==> config.mk <==
export PLATFORM = sky130hd
export DESIGN_NAME = qrbc_core
export DESIGN_NICKNAME = d
export VERILOG_FILES = /design/src/rtl/qrbc_pkg.sv /design/src/rtl/qrbc_quad.sv /design/src/rtl/qrbc_ctrl.sv /design/src/rtl/qrbc_datapath.sv /design/src/rtl/qrbc_core.sv
export SDC_FILE = /design/constraint.sdc
export NUM_CORES = 2
export LEC_CHECK = 0
export BUFFER_PORTS_ARGS = -buffer_cell sky130_fd_sc_hd__buf_2
export CORE_MARGIN = 4
export CORE_UTILIZATION = 45
export CTS_CLUSTER_DIAMETER = 50
export DETAILED_ROUTE_END_ITERATION = 16
export PLACE_DENSITY = 0.64
export SLEW_MARGIN = 0
export SYNTH_ARGS = -nofsm -noshare
export SYNTH_HDL_FRONTEND = slang
export SYNTH_SLANG_ARGS = --single-unit
export TNS_END_PERCENT = 1
==> constraint.sdc <==
create_clock -name clk -period 40.3 [get_ports clk]
set_input_delay 0 -clock clk [delete_from_list [all_inputs] [get_ports clk]]
set_output_delay 0 -clock clk [all_outputs]
set_load 0.02 [all_outputs]
==> src/rtl/qrbc_pkg.sv <==
package qrbc_pkg;

  // Control phases of one cipher operation.
  typedef enum logic [1:0] {
    PH_IDLE = 2'd0,
    PH_PRE  = 2'd1,
    PH_RUN  = 2'd2,
    PH_POST = 2'd3
  } phase_t;

  // Strobes from control to datapath.
  typedef struct packed {
    logic load;       // capture host block
    logic preWhite;   // first whitening step
    logic doRound;    // one round this cycle
    logic postWhite;  // last whitening step
    logic dirDec;     // 1 = decryption
  } dpCtrl_t;

endpackage

==> src/rtl/qrbc_quad.sv <==
// y = rotl(x*(2x+1) mod 2^W, log2(W))
module qrbc_quad #(
  parameter int WORD_W = 32
) (
  input  logic [WORD_W-1:0] xIn,
  output logic [WORD_W-1:0] yOut
);
  localparam int LG_W = $clog2(WORD_W);

  logic [WORD_W-1:0] prod;

  always_comb begin
    prod = xIn * {xIn[WORD_W-2:0], 1'b1};
    yOut = {prod[WORD_W-LG_W-1:0], prod[WORD_W-1:WORD_W-LG_W]};
  end
endmodule

==> src/rtl/qrbc_ctrl.sv <==
module qrbc_ctrl
  import qrbc_pkg::*;
#(
  parameter int ROUNDS = 20
) (
  input  logic                                  clk,
  input  logic                                  rstN,
  input  logic                                  startIn,
  input  logic                                  decryptIn,
  output dpCtrl_t                               dpCtrl,
  output logic [$clog2(2*ROUNDS+4)-1:0]         keyIdxA,
  output logic [$clog2(2*ROUNDS+4)-1:0]         keyIdxB,
  output logic                                  busyOut,
  output logic                                  doneOut
);
  localparam int KEY_WORDS = 2 * ROUNDS + 4;
  localparam int IDX_W     = $clog2(KEY_WORDS);
  localparam int RND_W     = $clog2(ROUNDS + 1);
  localparam logic [IDX_W-1:0] LAST_IDX = IDX_W'(KEY_WORDS - 2);

  phase_t           phase;
  logic [RND_W-1:0] rnd;
  logic             decMode;
  logic             lastRnd;

  assign lastRnd = decMode ? (rnd == RND_W'(1)) : (rnd == RND_W'(ROUNDS));

  always_ff @(posedge clk or negedge rstN) begin
    if (!rstN) begin
      phase   <= PH_IDLE;
      rnd     <= '0;
      decMode <= 1'b0;
      doneOut <= 1'b0;
    end else begin
      doneOut <= 1'b0;
      unique case (phase)
        PH_IDLE: if (startIn) begin
          phase   <= PH_PRE;
          decMode <= decryptIn;
          rnd     <= decryptIn ? RND_W'(ROUNDS) : RND_W'(1);
        end
        PH_PRE:  phase <= PH_RUN;
        PH_RUN: begin
          if (lastRnd) phase <= PH_POST;
          else         rnd   <= decMode ? rnd - 1'b1 : rnd + 1'b1;
        end
        PH_POST: begin
          phase   <= PH_IDLE;
          doneOut <= 1'b1;
        end
        default: phase <= PH_IDLE;
      endcase
    end
  end

  always_comb begin
    dpCtrl.load      = (phase == PH_IDLE) && startIn;
    dpCtrl.preWhite  = (phase == PH_PRE);
    dpCtrl.doRound   = (phase == PH_RUN);
    dpCtrl.postWhite = (phase == PH_POST);
    dpCtrl.dirDec    = decMode;
    unique case (phase)
      PH_PRE:  keyIdxA = decMode ? LAST_IDX : '0;
      PH_RUN:  keyIdxA = IDX_W'({rnd, 1'b0});
      PH_POST: keyIdxA = decMode ? '0 : LAST_IDX;
      default: keyIdxA = '0;
    endcase
    keyIdxB = keyIdxA + 1'b1;
  end

  assign busyOut = (phase != PH_IDLE);
endmodule

==> src/rtl/qrbc_datapath.sv <==
module qrbc_datapath
  import qrbc_pkg::*;
#(
  parameter int WORD_W = 32
) (
  input  logic                clk,
  input  logic                rstN,
  input  dpCtrl_t             dpCtrl,
  input  logic [4*WORD_W-1:0] blockIn,
  input  logic [WORD_W-1:0]   keyWordA,
  input  logic [WORD_W-1:0]   keyWordB,
  output logic [4*WORD_W-1:0] blockOut
);
  localparam int LG_W = $clog2(WORD_W);

  function automatic logic [WORD_W-1:0] rotL(input logic [WORD_W-1:0] x,
                                             input logic [LG_W-1:0] n);
    logic [2*WORD_W-1:0] dbl;
    dbl = {x, x} << n;
    return dbl[2*WORD_W-1:WORD_W];
  endfunction

  function automatic logic [WORD_W-1:0] rotR(input logic [WORD_W-1:0] x,
                                             input logic [LG_W-1:0] n);
    logic [2*WORD_W-1:0] dbl;
    dbl = {x, x} >> n;
    return dbl[WORD_W-1:0];
  endfunction

  logic [WORD_W-1:0] wA, wB, wC, wD;
  logic [WORD_W-1:0] quadIn  [2];
  logic [WORD_W-1:0] quadOut [2];
  logic [WORD_W-1:0] tVal, uVal;
  logic [WORD_W-1:0] encA, encC, decA, decC;

  // Decryption's word move puts old A and C into the B and D slots.
  assign quadIn[0] = dpCtrl.dirDec ? wA : wB;
  assign quadIn[1] = dpCtrl.dirDec ? wC : wD;

  for (genvar g = 0; g < 2; g++) begin : g_quad
    qrbc_quad #(.WORD_W(WORD_W)) u_quad (.xIn(quadIn[g]), .yOut(quadOut[g]));
  end

  assign tVal = quadOut[0];
  assign uVal = quadOut[1];

  always_comb begin
    encA = rotL(wA ^ tVal, uVal[LG_W-1:0]) + keyWordA;
    encC = rotL(wC ^ uVal, tVal[LG_W-1:0]) + keyWordB;
    decA = rotR(wD - keyWordA, uVal[LG_W-1:0]) ^ tVal;
    decC = rotR(wB - keyWordB, tVal[LG_W-1:0]) ^ uVal;
  end

  always_ff @(posedge clk or negedge rstN) begin
    if (!rstN) begin
      {wD, wC, wB, wA} <= '0;
    end else if (dpCtrl.load) begin
      {wD, wC, wB, wA} <= blockIn;
    end else if (dpCtrl.preWhite) begin
      if (dpCtrl.dirDec) begin
        wA <= wA - keyWordA;
        wC <= wC - keyWordB;
      end else begin
        wB <= wB + keyWordA;
        wD <= wD + keyWordB;
      end
    end else if (dpCtrl.doRound) begin
      if (dpCtrl.dirDec) {wA, wB, wC, wD} <= {decA, wA, decC, wC};
      else               {wA, wB, wC, wD} <= {wB, encC, wD, encA};
    end else if (dpCtrl.postWhite) begin
      if (dpCtrl.dirDec) begin
        wB <= wB - keyWordA;
        wD <= wD - keyWordB;
      end else begin
        wA <= wA + keyWordA;
        wC <= wC + keyWordB;
      end
    end
  end

  assign blockOut = {wD, wC, wB, wA};
endmodule

==> src/rtl/qrbc_core.sv <==
module qrbc_core
  import qrbc_pkg::*;
#(
  parameter int WORD_W = 32,
  parameter int ROUNDS = 20
) (
  input  logic                               clk,
  input  logic                               rstN,
  input  logic                               startIn,
  input  logic                               decryptIn,
  input  logic [4*WORD_W-1:0]                blockIn,
  output logic [$clog2(2*ROUNDS+4)-1:0]      keyIdxA,
  output logic [$clog2(2*ROUNDS+4)-1:0]      keyIdxB,
  input  logic [WORD_W-1:0]                  keyWordA,
  input  logic [WORD_W-1:0]                  keyWordB,
  output logic                               busyOut,
  output logic                               doneOut,
  output logic [4*WORD_W-1:0]                blockOut
);
  dpCtrl_t dpCtrl;

  qrbc_ctrl #(.ROUNDS(ROUNDS)) u_ctrl (
    .clk(clk), .rstN(rstN), .startIn(startIn), .decryptIn(decryptIn),
    .dpCtrl(dpCtrl), .keyIdxA(keyIdxA), .keyIdxB(keyIdxB),
    .busyOut(busyOut), .doneOut(doneOut)
  );

  qrbc_datapath #(.WORD_W(WORD_W)) u_dp (
    .clk(clk), .rstN(rstN), .dpCtrl(dpCtrl), .blockIn(blockIn),
    .keyWordA(keyWordA), .keyWordB(keyWordB), .blockOut(blockOut)
  );
endmodule

==> results.md <==
- Outcome: finished with violations
- Failing checks: max-capacitance violations, max-slew violations
- Post-CTS sizing: 0
- R2r setup slk: 23.40 ns
- Dpl cell area: 67,600 sq um
- Yosys warning total: 0
- Synth area leader: fa_1
- Drt drc: 0
- Fin. max-slew vios: 2
- Synth area leaders: fa_1 (23%), ha_1 (13%), inv_1 (6.4%)
- CP most frequent cell: fa_1
- Sequential share of the synthesized area: 0.0538
- Crit start category: register
- Number of setup buffers added after CTS: 0
- Clock-pin slew on the worst setup and hold paths: 0.08 ns
- Hold_ws: 0.0918 ns
- R2r startpoint: u_ctrl.decMode$_DFFE_PN0P_
- Avg Inst Size Synth: 7.81 sq um
- Total Wirelength: 325 mm
- Die H: 384 um
- Synthesized area: 63,700 sq um
- Most common cell in the netlist: inv_1
- FF-to-FF path depth: 47
- Clk Tree Root Cell: clkbuf_16
- Final count of negative-setup-slack endpoints: 0
- CTS buffer count: 17
- Max stage delay on crit path: 0.87 ns
- Layout cells sized above 1: 0.0879
- Clock Latency Late Sink: 0.55 ns
- Achievable clock frequency: 0.0592 GHz
- Remaining global-route overflow: 0
- Fin area: 69,500 sq um
- Longest Clk Path Bufs: 2
- Die X-Extent: 384 um
- Max-cap violation count: 1
- Fin Setup TNS: 0 ns
- First-pass GRT wire length: 460 mm
- Yosys cell types: 108
- Drt wl/cell: 31.6 um
- Slew headroom: -0.0301
- # IOs: 338
- Main flop type after synthesis: dfrtp_1
- Post-route ant nets: 0
- Sink Count: 137
- Post-synth ARST share: 1.00
- Hold Path Sink: u_dp.wA[26]$_DFFE_PN0P_
- Crit-path max FO: 52
- Hold path cells: 3
- RSZ-0062 raised after global routing: no
- Vias per cell: 6.47
- Vias in the first global route: 64,714
- CORE AREA: 140,000 sq um
- CP startpoint: u_ctrl.decMode$_DFFE_PN0P_
- HPWL after DPL: 262 mm
- PortBufs: 335
- Die area: 148,000 sq um
- Element type at the critical path end: register
- Syn Inst Count: 8,156
- Hold Path Class: input pin to register
- Seq cells post-synth: 137
- RD Place Congestion: 1.10
- Synth cell count leaders: inv_1 (1,085), nor2_1 (822), fa_1 (742)
- DRT iter0 DRCs: 8,601
- Crit-path slowest cell: a21boi_2
- Nets: 9,957
- Vias after detailed routing: 66,545
- Worst-margin pin slew: 1.53 ns
- Hold buffer count at cts: 122
- Clk_skew: 0.0200 ns
- CP delay by family, top: compound AO/OA/AOI/OAI gates
- Hold Fails Final Rpt: 0
- Critical path class: register to register
- Crit path buffers/inverters: 8
- CP arrival: 17.28 ns
- Number of synthesized flops with an enable pin: 0
- Reg2reg end: u_dp.wB[31]$_DFFE_PN0P_
- Num rows: 137
- Initial antenna violation count: 19
- TritonRoute pass-1 iters: 6
- Fin crit period: 16.90 ns
- Number of fill cells: 13,904
- Largest net degree at the start of global routing: 81
- Starting Density: 0.455
- Fin crit share: 0.419
- Hold path startpoint: blockIn[26]
- Synth top area share: 0.233
- H-tree levels: 4
- Gr usage total: 0.430
- Syn nets: 9,732
- Area Overhead vs Synth: 9.02%
- Required time worst endpoint: 40.68 ns
- CTS tree: built
==> state kept, by name, summed over array words and instances (netlist names) <==
signal          count
u_ctrl.rnd          5
u_dp.wA            32
u_ctrl.doneOut      1
u_dp.wC            32
u_ctrl.decMode      1
u_ctrl.phase        2
u_dp.wB            32
u_dp.wD            32
==> logic make-up (layout without fill, tap and decap cells) <==
logic type / Yosys count / count (layout) / share of synthesized area
compound gates: 2139 / 2139 / 0.218
xor+xnor: 519 / 519 / 0.0741
fa+ha+maj: 1380 / 1380 / 0.358
buf+inv: 1526 / 1764 / 0.0920
flops: 137 / 137 / 0.0538
mux: 289 / 289 / 0.0521
other cells: 2 / 22 / 0.000118
simple gates: 2164 / 2164 / 0.151
==> through the flow <==
| stage | instances | setup WS (ns) | util |
|---|---|---|---|
| final | 10290 | 23.40 | 0.496 |
| after global routing | 10270 | 22.69 | 0.496 |
| after CTS | 10270 | 23.93 | 0.496 |
| after detailed placement | 10116 | 24.01 | 0.483 |
| after global placement | 10116 | 24.27 | 0.483 |
| after floorplan | 8156 | 27.01 | - |
==> worst min-delay path, stage by stage <==
cell,delay [ns]
buf_2,0.19
a221oi_1,0.32
a311oi_1,0.08
==> how the worst max path moves through the flow <==
| stage | cells after the start | slack, ns | to |
|---|---|---|---|
| global route | 51 | 22.69 | u_dp.wB[31]$_DFFE_PN0P_ |
| floorplan | 54 | 27.01 | u_dp.wB[31]$_DFFE_PN0P_ |
| global placement | 47 | 24.27 | u_dp.wB[31]$_DFFE_PN0P_ |
| CTS | 47 | 23.93 | u_dp.wB[31]$_DFFE_PN0P_ |
| finish | 47 | 23.40 | u_dp.wB[31]$_DFFE_PN0P_ |
| detailed placement | 47 | 24.01 | u_dp.wB[31]$_DFFE_PN0P_ |
==> area by class of cell <==
| class | count | area, sq um | area share |
|---|---|---|---|
| multi-input cells | 6493 | 54700 | 0.788 |
| clock buffers | 18 | 429 | 0.00618 |
| repair buffers | 627 | 4180 | 0.0602 |
| well taps | 1876 | 2350 | 0.0338 |
| diodes | 20 | 50.0 | 0.000720 |
| clock inverters | 14 | 150 | 0.00216 |
| inverters | 1105 | 4150 | 0.0597 |
| flip-flops and latches | 137 | 3430 | 0.0494 |
==> cells in the final DEF (no fill, tap or decap), types with 53 or more instances in the layout <==
cell	netlist	layout
inv_1	1085	1083
nor2_1	822	814
fa_1	742	742
nand2_1	667	663
ha_1	638	636
a21oi_1	616	615
o21ai_0	417	415
xnor2_1	353	348
buf_2	51	334
mux2i_1	220	220
buf_4	15	170
xor2_1	154	150
nor3_1	137	136
dfrtp_1	137	136
a211oi_1	129	129
a21o_1	122	122
dlygate4sd3_1	0	122
nand3_1	115	114
a31oi_1	94	94
o211ai_1	94	94
nand2b_1	66	66
o21a_1	66	64
o21bai_1	63	63
a221oi_1	59	59
nor2b_1	55	55
and3_1	54	53
==> per-layer routing <==
layer | track usage | up-vias | part of all wire
met5 | 0 | - | 0.00032
met2 | 0.596 | 4867 | 0.39
met4 | 0.302 | 16 | 0.085
li1 | - | 28300 | -
met3 | 0.140 | 1040 | 0.14
met1 | 0.561 | 32322 | 0.38
Power is left out: the tool's default activity adds up to more than one toggle a clock period on the data nets, which glitch-free logic cannot reach.
